--- config.mk ---
export PLATFORM = sky130hd
export DESIGN_NAME = pfail_save_seq
export DESIGN_NICKNAME = d
export VERILOG_FILES = /design/src/rtl/pfs_pkg.sv /design/src/rtl/pfs_tick_gen.sv /design/src/rtl/pfs_byte_shift.sv /design/src/rtl/pfail_save_seq.sv
export SDC_FILE = /design/constraint.sdc
export NUM_CORES = 1
export LEC_CHECK = 0
export BUFFER_PORTS_ARGS = -buffer_cell sky130_fd_sc_hd__buf_2
export CAP_MARGIN = 20
export CORE_MARGIN = 2
export CORE_UTILIZATION = 64
export DETAILED_ROUTE_END_ITERATION = 7
export PLACE_DENSITY = 0.86
export SLEW_MARGIN = 20
export SYNTH_ARGS = -nofsm -noshare
export SYNTH_HDL_FRONTEND = slang
export SYNTH_HIERARCHICAL = 1
export SYNTH_SLANG_ARGS = --single-unit
--- constraint.sdc ---
create_clock -name clk -period 7.03 [get_ports clk]
set_input_delay 0.3515 -clock clk [delete_from_list [all_inputs] [get_ports clk]]
set_output_delay 0.3515 -clock clk [all_outputs]
set_load 0.05 [all_outputs]
--- src/rtl/pfs_pkg.sv ---
package pfs_pkg;
    // Command opcodes understood by the memory device
    localparam logic [7:0] OP_BUF_FILL = 8'h87;
    localparam logic [7:0] OP_BUF_PROG = 8'h89;
    localparam logic [7:0] OP_STATUS   = 8'hD7;

    typedef enum logic [2:0] {
        ST_IDLE,
        ST_LOAD,
        ST_XFER,
        ST_GAP,
        ST_FIN
    } seq_state_e;

    typedef enum logic [1:0] {
        FR_FILL,
        FR_PROG,
        FR_POLL
    } frame_e;
endpackage

--- src/rtl/pfs_tick_gen.sv ---
module pfs_tick_gen #(
    parameter int HALF_DIV = 2
) (
    input  logic clk,
    input  logic rst_n,
    input  logic en,
    output logic tick
);
    localparam int CNT_W = $clog2(HALF_DIV + 1);

    logic [CNT_W-1:0] cnt_d, cnt_q;

    always_comb begin
        cnt_d = cnt_q;
        tick  = 1'b0;
        if (!en) begin
            cnt_d = '0;
        end else if (cnt_q == CNT_W'(HALF_DIV - 1)) begin
            cnt_d = '0;
            tick  = 1'b1;
        end else begin
            cnt_d = cnt_q + 1'b1;
        end
    end

    always_ff @(posedge clk or negedge rst_n) begin
        if (!rst_n) cnt_q <= '0;
        else        cnt_q <= cnt_d;
    end
endmodule

--- src/rtl/pfs_byte_shift.sv ---
module pfs_byte_shift (
    input  logic       clk,
    input  logic       rst_n,
    input  logic       start,
    input  logic [7:0] tx_byte,
    input  logic       tick,
    input  logic       miso,
    output logic       active,
    output logic       sck,
    output logic       mosi,
    output logic [7:0] rx_byte,
    output logic       fin
);
    typedef struct packed {
        logic       act;
        logic       sck;
        logic [2:0] bitn;
        logic [7:0] sh;
        logic [7:0] rx;
        logic       fin;
    } sh_state_t;

    sh_state_t s_d, s_q;

    always_comb begin
        s_d     = s_q;
        s_d.fin = 1'b0;
        if (start) begin
            s_d.act  = 1'b1;
            s_d.sck  = 1'b0;
            s_d.bitn = '0;
            s_d.sh   = tx_byte;
        end else if (s_q.act && tick) begin
            if (!s_q.sck) begin
                // rising edge: capture the incoming bit
                s_d.sck = 1'b1;
                s_d.rx  = {s_q.rx[6:0], miso};
            end else begin
                // falling edge: present the next bit or close the byte
                s_d.sck = 1'b0;
                if (s_q.bitn == 3'd7) begin
                    s_d.act = 1'b0;
                    s_d.fin = 1'b1;
                end else begin
                    s_d.bitn = s_q.bitn + 3'd1;
                    s_d.sh   = {s_q.sh[6:0], 1'b0};
                end
            end
        end
    end

    always_ff @(posedge clk or negedge rst_n) begin
        if (!rst_n) s_q <= '0;
        else        s_q <= s_d;
    end

    assign active  = s_q.act;
    assign sck     = s_q.sck;
    assign mosi    = s_q.act ? s_q.sh[7] : 1'b0;
    assign rx_byte = s_q.rx;
    assign fin     = s_q.fin;

    // data line is held across the rising edge and the high phase
    p_mosi_at_rise_r6: assert property (@(posedge clk) disable iff (!rst_n)
        $rose(sck) |-> $stable(mosi));
    p_mosi_high_phase_r6: assert property (@(posedge clk) disable iff (!rst_n)
        (sck && $past(sck)) |-> $stable(mosi));
endmodule

--- src/rtl/pfail_save_seq.sv ---
module pfail_save_seq #(
    parameter int HALF_DIV   = 2,
    parameter int PAGE_BYTES = 264,
    parameter int PAGE_W     = 12,
    parameter int POLL_W     = 16
) (
    input  logic                  clk,
    input  logic                  rst_n,
    input  logic                  pfail,
    input  logic                  preload,
    input  logic [PAGE_W-1:0]     tgt_page,
    input  logic [POLL_W-1:0]     max_polls,
    output logic [$clog2(PAGE_BYTES)-1:0] stg_addr,
    input  logic [7:0]            stg_rdata,
    output logic                  spi_cs_n,
    output logic                  spi_sck,
    output logic                  spi_mosi,
    input  logic                  spi_miso,
    output logic                  done,
    output logic                  err
);
    import pfs_pkg::*;

    localparam int OFF_W     = $clog2(PAGE_BYTES);
    localparam int ADDR_W    = 24;
    localparam int HDR       = 1 + ADDR_W / 8;
    localparam int FILL_LAST = HDR + PAGE_BYTES - 1;
    localparam int IDX_W     = $clog2(FILL_LAST + 1);
    localparam int GAP_CYC   = 4 * HALF_DIV;
    localparam int GAP_W     = $clog2(GAP_CYC + 1);

    typedef struct packed {
        seq_state_e         st;
        frame_e             frm;
        logic [IDX_W-1:0]   idx;
        logic [GAP_W-1:0]   gcnt;
        logic [POLL_W-1:0]  polls;
        logic [ADDR_W-1:0]  addr;
        logic               err;
        logic               cs_n;
        logic               pf;
    } seq_t;

    seq_t q, d;

    logic       tick, sh_active, sh_fin, sh_start;
    logic [7:0] sh_rx, tx_byte;
    logic [ADDR_W-1:0] frame_addr;
    logic [POLL_W:0]   polls_next;

    pfs_tick_gen #(.HALF_DIV(HALF_DIV)) tick_i (
        .clk   (clk),
        .rst_n (rst_n),
        .en    (sh_active),
        .tick  (tick)
    );

    pfs_byte_shift shift_i (
        .clk     (clk),
        .rst_n   (rst_n),
        .start   (sh_start),
        .tx_byte (tx_byte),
        .tick    (tick),
        .miso    (spi_miso),
        .active  (sh_active),
        .sck     (spi_sck),
        .mosi    (spi_mosi),
        .rx_byte (sh_rx),
        .fin     (sh_fin)
    );

    // Byte to transmit for the current frame position
    always_comb begin
        frame_addr = (q.frm == FR_FILL) ? '0 : q.addr;
        tx_byte    = 8'h00;
        if (q.frm == FR_POLL) begin
            tx_byte = (q.idx == '0) ? OP_STATUS : 8'h00;
        end else begin
            case (q.idx)
                IDX_W'(0): tx_byte = (q.frm == FR_FILL) ? OP_BUF_FILL : OP_BUF_PROG;
                IDX_W'(1): tx_byte = frame_addr[23:16];
                IDX_W'(2): tx_byte = frame_addr[15:8];
                IDX_W'(3): tx_byte = frame_addr[7:0];
                default:   tx_byte = stg_rdata;
            endcase
        end
    end

    assign stg_addr = (q.frm == FR_FILL && q.idx >= IDX_W'(HDR))
                    ? OFF_W'(q.idx - IDX_W'(HDR)) : '0;
    assign sh_start   = (q.st == ST_LOAD);
    assign polls_next = {1'b0, q.polls} + 1'b1;

    always_comb begin
        d    = q;
        d.pf = pfail;
        case (q.st)
            ST_IDLE: begin
                if (pfail && !q.pf) begin
                    d.frm   = preload ? FR_PROG : FR_FILL;
                    d.idx   = '0;
                    d.polls = '0;
                    d.err   = 1'b0;
                    d.addr  = {{(ADDR_W-PAGE_W-OFF_W){1'b0}}, tgt_page, {OFF_W{1'b0}}};
                    d.st    = ST_LOAD;
                end
            end
            ST_LOAD: begin
                d.cs_n = 1'b0;
                d.st   = ST_XFER;
            end
            ST_XFER: begin
                if (sh_fin) begin
                    if (q.frm == FR_POLL) begin
                        if (q.idx == '0) begin
                            d.idx = IDX_W'(1);
                            d.st  = ST_LOAD;
                        end else if (sh_rx[7]) begin
                            d.cs_n = 1'b1;
                            d.st   = ST_FIN;
                        end else if (polls_next >= {1'b0, max_polls}) begin
                            d.err  = 1'b1;
                            d.cs_n = 1'b1;
                            d.st   = ST_FIN;
                        end else begin
                            d.polls = polls_next[POLL_W-1:0];
                            d.st    = ST_LOAD;
                        end
                    end else if (q.idx == ((q.frm == FR_FILL) ? IDX_W'(FILL_LAST)
                                                                : IDX_W'(HDR - 1))) begin
                        d.cs_n = 1'b1;
                        d.gcnt = '0;
                        d.st   = ST_GAP;
                    end else begin
                        d.idx = q.idx + 1'b1;
                        d.st  = ST_LOAD;
                    end
                end
            end
            ST_GAP: begin
                if (q.gcnt == GAP_W'(GAP_CYC - 1)) begin
                    d.idx = '0;
                    d.frm = (q.frm == FR_FILL) ? FR_PROG : FR_POLL;
                    d.st  = ST_LOAD;
                end else begin
                    d.gcnt = q.gcnt + 1'b1;
                end
            end
            ST_FIN:  d.st = ST_IDLE;
            default: d.st = ST_IDLE;
        endcase
    end

    always_ff @(posedge clk or negedge rst_n) begin
        if (!rst_n) begin
            q      <= '0;
            q.st   <= ST_IDLE;
            q.frm  <= FR_FILL;
            q.cs_n <= 1'b1;
            q.pf   <= 1'b1;
        end else begin
            q <= d;
        end
    end

    assign spi_cs_n = q.cs_n;
    assign done     = (q.st == ST_FIN);
    assign err      = done && q.err;

    // clock idles low outside a frame (select from sequencer, clock from shifter)
    p_sck_low_deselected_r6: assert property (@(posedge clk) disable iff (!rst_n)
        spi_cs_n |-> !spi_sck);
    // completion pulse is single-cycle and seen with the device deselected
    p_done_deselected_r9: assert property (@(posedge clk) disable iff (!rst_n)
        done |-> spi_cs_n);
    p_done_single_r9: assert property (@(posedge clk) disable iff (!rst_n)
        done |=> !done);
    // error flag only qualifies a completion
    p_err_with_done_r10: assert property (@(posedge clk) disable iff (!rst_n)
        err |-> done);
    // staging reads stay inside the page
    p_stg_in_page_r3: assert property (@(posedge clk) disable iff (!rst_n)
        stg_addr < OFF_W'(PAGE_BYTES));
    // a released select stays high for at least the next cycle
    p_cs_release_hold_r7: assert property (@(posedge clk) disable iff (!rst_n)
        $rose(spi_cs_n) |=> spi_cs_n);
endmodule

==> results.toml, run 1 <==
[placed_design]
place_ws_ns = 3.245
place_congestion = 0.8733
hpwl_um = 7617
numPortBuffers = 54

[setup_path]
startpoint = "q[27]"
cp-end-kind = "register"
max_stage_delay_ns = 0.74
crit_required_ns = 7.27
r2r_start = "q[27]"
crit_type = "register to register"
cp-start-kind = "register"
r2r-end = "q[39]"
r2r_cells = 11
cp_max_fo = 23
cp.depth = 11
critPathMostFrequentCell = "ha_1"
path_cells = "ha_1 > nand3_1 > or2_1 > xnor2_1 > ha_1 > a21oi_1 > o21ai_0 > a31o_2 > a21oi_2 > nand3_2 > o41ai_1"
worstPathArrival_ns = 4.10
critPathBufInv = 0
cp_slowest_cell = "a21oi_2"
critPathTopFamily = "compound AO/OA/AOI/OAI gates"
r2r_slack_ns = 3.17
endpoint = "q[39]"

[route]
vias = 4080
firstDrtPassIters = 6
drc = 0
wire_per_inst_um = 16.33
drt_iter0_markers = 352
viasPerCell = 6.267
wl_um = 10630
drtAntennaViolNets = 0

[power]
internal_power_w = 0.0009732
p_comb_frac = 0.427
power_density_mw_per_mm2 = 323.1
p_sw_w = 0.0007309
clockPowerShare = 0.178
p_total_w = 0.001704
swShare = 0.4289
leakagePower_nw = 2.479
ir_drop_v = 0.0002786
power_frac_seq = 0.394

[floorplan]
chipHeight_um = 91.05
fp-row-count = 31
coreArea_sq_mm = 0.007292
die_width_um = 91.05
start_util = 0.6651
die_area_sq_mm = 0.008290
num_io_pins = 55

[clock_network]
clk-insertion-delay-late_ns = 0.36
cts_made_buffers = 9
cts_sinks = 73
cts.clk_slew.worst_paths_ns = 0.08
cts_hold_buf = 0
cts-root-buf = "clkbuf_8"
cts_max_level = 3
post_cts_buffers = 0
cts_tree = "built"
cts_buffer_depth = 2
cts_resized = 0

[grt]
grt_pass1_wl_um = 17960
gr-usage-all-layers = 0.2659
grt_max_degree = 74
antenna_found_initial = 0
grt_pass1_vias = 3857
globalRoute.totalOverflow = 0

[sta]
hold_violations = 0
skew_ns = 0.009087
drv_slew = 0
layout_worst_path_cycle_share = 0.5491
worst_pin_slew_ns = 1.025
setup_violations = 0
finalSetupTns_ns = 0
rsz0062_at_grt = "false"
fin_crit_ns = 3.860
worst_slack_ns = 3.170
max_freq_ghz = 0.2591
relSlewSlack = 0.3136

[final_layout]
drive_gt1_frac = 0.2536
syn_to_final_growth_pct = 8.746
finish.utilization = 0.7232
diodes = 0
final.fill_count = 567
final_common_cell = "dfrtp_1"
fin_nets = 616
final_cell_mix = "dfrtp_1, buf_2, nand2_1"

[flow_run]
cap_violations = 0

[status]
outcome = "finished, final reports clean"

[yosys]
syn_nets = 576
syn-cell-area_sq_mm = 0.004850
syn-instance-count = 507
synth.avg_cell_area_sq_um = 9.565
synth-warning-count = 6

[min_path]
holdCritPathClass = "input port to register"
==> worst register-to-register path: cells and delay by family (launching register included) <==
| kind | cells | cell delay [ns] |
|---|---|---|
| fa+ha+maj | 2 | 0.59 |
| xor+xnor | 1 | 0.16 |
| compound gates | 5 | 1.57 |
| simple gates | 3 | 0.97 |
| flops | 1 | 0.46 |
==> through the flow <==
step | instance area (sq um) | cells | hold slack (ns)
2_1_floorplan | 4850 | 507 | 0.05591
3_3_place_gp | 5096 | 635 | 0.4728
3_5_place_dp | 5096 | 635 | 0.4732
4_1_cts | 5274 | 651 | 0.09022
5_1_grt | 5274 | 651 | 0.08047
6_report | 5274 | 651 | 0.1037
==> power groups by stage <==
stage | registers, W | clock network [W] | logic, W
floorplan | 0.000645 | 0 | 0.000602
global placement | 0.000668 | 0 | 0.000697
detailed placement | 0.000678 | 0 | 0.000720
CTS | 0.000671 | 0.000312 | 0.000729
global route | 0.000691 | 0.000327 | 0.000798
finish | 0.000672 | 0.000304 | 0.000728
==> registers in the layout, indices dropped and copies added, names as in the netlist <==
| name | flops |
|---|---|
| q | 48 |
| shift_i/s_q | 11 |
| shift_i/rx_byte | 8 |
| tick_i/cnt_q | 2 |
| shift_i/active | 1 |
| shift_i/fin | 1 |
| shift_i/sck | 1 |
| spi_cs_n | 1 |
==> worst min-delay path by stage <==
| stage | startpoint | endpoint | slack (ns) | cells past startpoint |
|---|---|---|---|---|
| finish | pfail | q[0] | 0.10 | 1 |
| global route | pfail | q[0] | 0.08 | 1 |
| CTS | pfail | q[0] | 0.09 | 1 |
| detailed placement | pfail | q[0] | 0.47 | 1 |
| global placement | q[46] | q[46] | 0.47 | 1 |
| floorplan | rst_n | q[12] | 0.06 | 0 |
==> per-layer routing <==
metal  share of wire  GRT usage  vias up  routed length [um]
met2            0.50     0.4549      153                5319
met1            0.42     0.3384     1989                4506
met3           0.058    0.06639       19                 612
li1                -          -     1919                   -
met4           0.018    0.06692        0                 195
met5               0          0        -                   0
==> area by class of cell <==
class,instances,area [sq um],share of cell area
sequential,73,1829,0.3469
clock inverter,6,50.05,0.009490
timing repair buffer,56,285.3,0.05409
inverter,30,112.6,0.02135
tap,99,123.9,0.02349
clock buffer,10,127.6,0.02420
multi-input combinational,377,2745,0.5205
No activity file was read; power rests on OpenSTA's default activity.
==> run 2, diff against run 1 <==
CORE_UTILIZATION = 54   (was 64)
PLACE_DENSITY = 0.77   (was 0.86)
clock period = 3.54 ns   (was 7.03 ns; I/O delays follow)
==> results.toml, run 2 (same netlist as run 1, synthesis figures left out) <==
[setup_path]
critPathBufInv = 1
path_cells = "ha_1 > nand3_2 > or2_1 > xnor2_1 > ha_1 > nand4_1 > nor4_1 > o21ai_1 > and2_1 > buf_4 > and2_1 > a32o_1"
cp-start-kind = "register"
cp_max_fo = 10
critPathTopFamily = "simple AND/OR/NAND/NOR gates"
max_stage_delay_ns = 0.46
cp-end-kind = "register"
worstPathArrival_ns = 3.62
crit_required_ns = 3.78
cp_slowest_cell = "dfrtp_1"
crit_type = "register to register"

[power]
leakagePower_nw = 2.536
p_total_w = 0.003503
ir_drop_v = 0.0005109
power_density_mw_per_mm2 = 648.5

[clock_network]
cts_max_level = 3
cts_sinks = 73
cts.clk_slew.worst_paths_ns = 0.09
cts_buffer_depth = 2
clk-insertion-delay-late_ns = 0.35
cts_tree = "built"
cts_made_buffers = 9
post_cts_buffers = 0
cts-root-buf = "clkbuf_8"

[final_layout]
drive_gt1_frac = 0.2692
largest_reg_flops = 48
final_cell_mix = "dfrtp_1, buf_2, nand2_1"
fin_nets = 625
syn_to_final_growth_pct = 11.38
largest_register = "q"
final_common_cell = "dfrtp_1"
diodes = 0
finish.utilization = 0.6194

[route]
firstDrtPassIters = 5
viasPerCell = 5.912
vias = 3955
wl_um = 10940
drc = 0
drtAntennaViolNets = 0
wire_per_inst_um = 16.35
drt_iter0_markers = 325

[placed_design]
numPortBuffers = 54
place_congestion = 0.9734
hpwl_um = 7974

[floorplan]
chipHeight_um = 98.77
die_area_sq_mm = 0.009755
fp-row-count = 34
start_util = 0.5561
num_io_pins = 55
coreArea_sq_mm = 0.008721
die_width_um = 98.77

[grt]
grt_pass1_vias = 4014
antenna_found_initial = 0
grt_pass1_wl_um = 18680
grt_max_degree = 39
globalRoute.totalOverflow = 0
gr-usage-all-layers = 0.2340

[sta]
fin_crit_ns = 3.384
rsz0062_at_grt = "false"
max_freq_ghz = 0.2955
relSlewSlack = 0.4062
finalSetupTns_ns = 0
worst_pin_slew_ns = 0.8889
layout_worst_path_cycle_share = 0.9560
drv_slew = 0
setup_violations = 0
skew_ns = 0.008894
hold_violations = 0

[status]
outcome = "finished, final reports clean"

[flow_run]
cap_violations = 0

[min_path]
holdCritPathClass = "input port to register"
-- run 2: report_power, final --
part           internal [W]  switching (W)  total [W]
Clock              0.000339       0.000348   0.000687
Sequential          0.00110       0.000244    0.00134
Combinational      0.000586       0.000888    0.00147
Total               0.00202        0.00148    0.00350
-- run 2: path summary, 6_finish.rpt --
path | depth (start not counted) | startpoint | slack [ns] | to
min in group asynchronous | 2 | rst_n | 0.46 | q[20]
worst min-delay path | 2 | spi_miso | 0.05 | shift_i/rx_byte[0]
max in group asynchronous | 3 | rst_n | 2.19 | q[0]
worst max register to register | 12 | q[27] | 0.16 | q[40]
worst max-delay path | 12 | q[27] | 0.16 | q[40]
worst min register to register | 2 | q[2] | 0.49 | q[2]
-- run 2: worst register-to-register path: stages, from the launching register on --
cell and delay, ns:
dfrtp_1 0.46, ha_1 0.29, nand3_2 0.17, or2_1 0.34
xnor2_1 0.16, ha_1 0.33, nand4_1 0.14, nor4_1 0.31
o21ai_1 0.21, and2_1 0.28, buf_4 0.20, and2_1 0.17
a32o_1 0.22
-- run 2: layout make-up --
class,count,area (sq um)
Timing Repair Buffer,65,357.8
Clock buffer,9,123.9
Sequential cell,73,1829
Clock inverter,7,85.08
Tap cell,108,135.1
Fill cell,747,3319
Multi-Input combinational cell,377,2758
Inverter,30,112.6
-- run 2: metrics by stage --
| step | worst slack (ns) | cell area, sq um | hold slack [ns] | cells |
|---|---|---|---|---|
| global route | 0.0008482 | 5401 | 0.03839 | 669 |
| finish | 0.1556 | 5401 | 0.04817 | 669 |
| floorplan | 0.5396 | 4850 | -0.1186 | 507 |
| detailed placement | 0.1247 | 5160 | 0.2975 | 651 |
| global placement | 0.3736 | 5160 | 0.2938 | 651 |
| CTS | 0.1009 | 5389 | 0.03834 | 669 |
-- run 2: metal layers --
| layer | up-vias | part of all wire | global-route usage |
|---|---|---|---|
| met4 | 0 | 0.016 | 0.09905 |
| met5 | - | 0 | 0 |
| met2 | 107 | 0.50 | 0.3898 |
| li1 | 1932 | - | - |
| met3 | 19 | 0.053 | 0.03262 |
| met1 | 1897 | 0.43 | 0.3066 |
-- run 2: repair_timing --
action,in CTS,in global routing
setup endpoints to repair,0,17
hold buffers,2,0
hold endpoints to repair,36,0
resized for setup,0,3
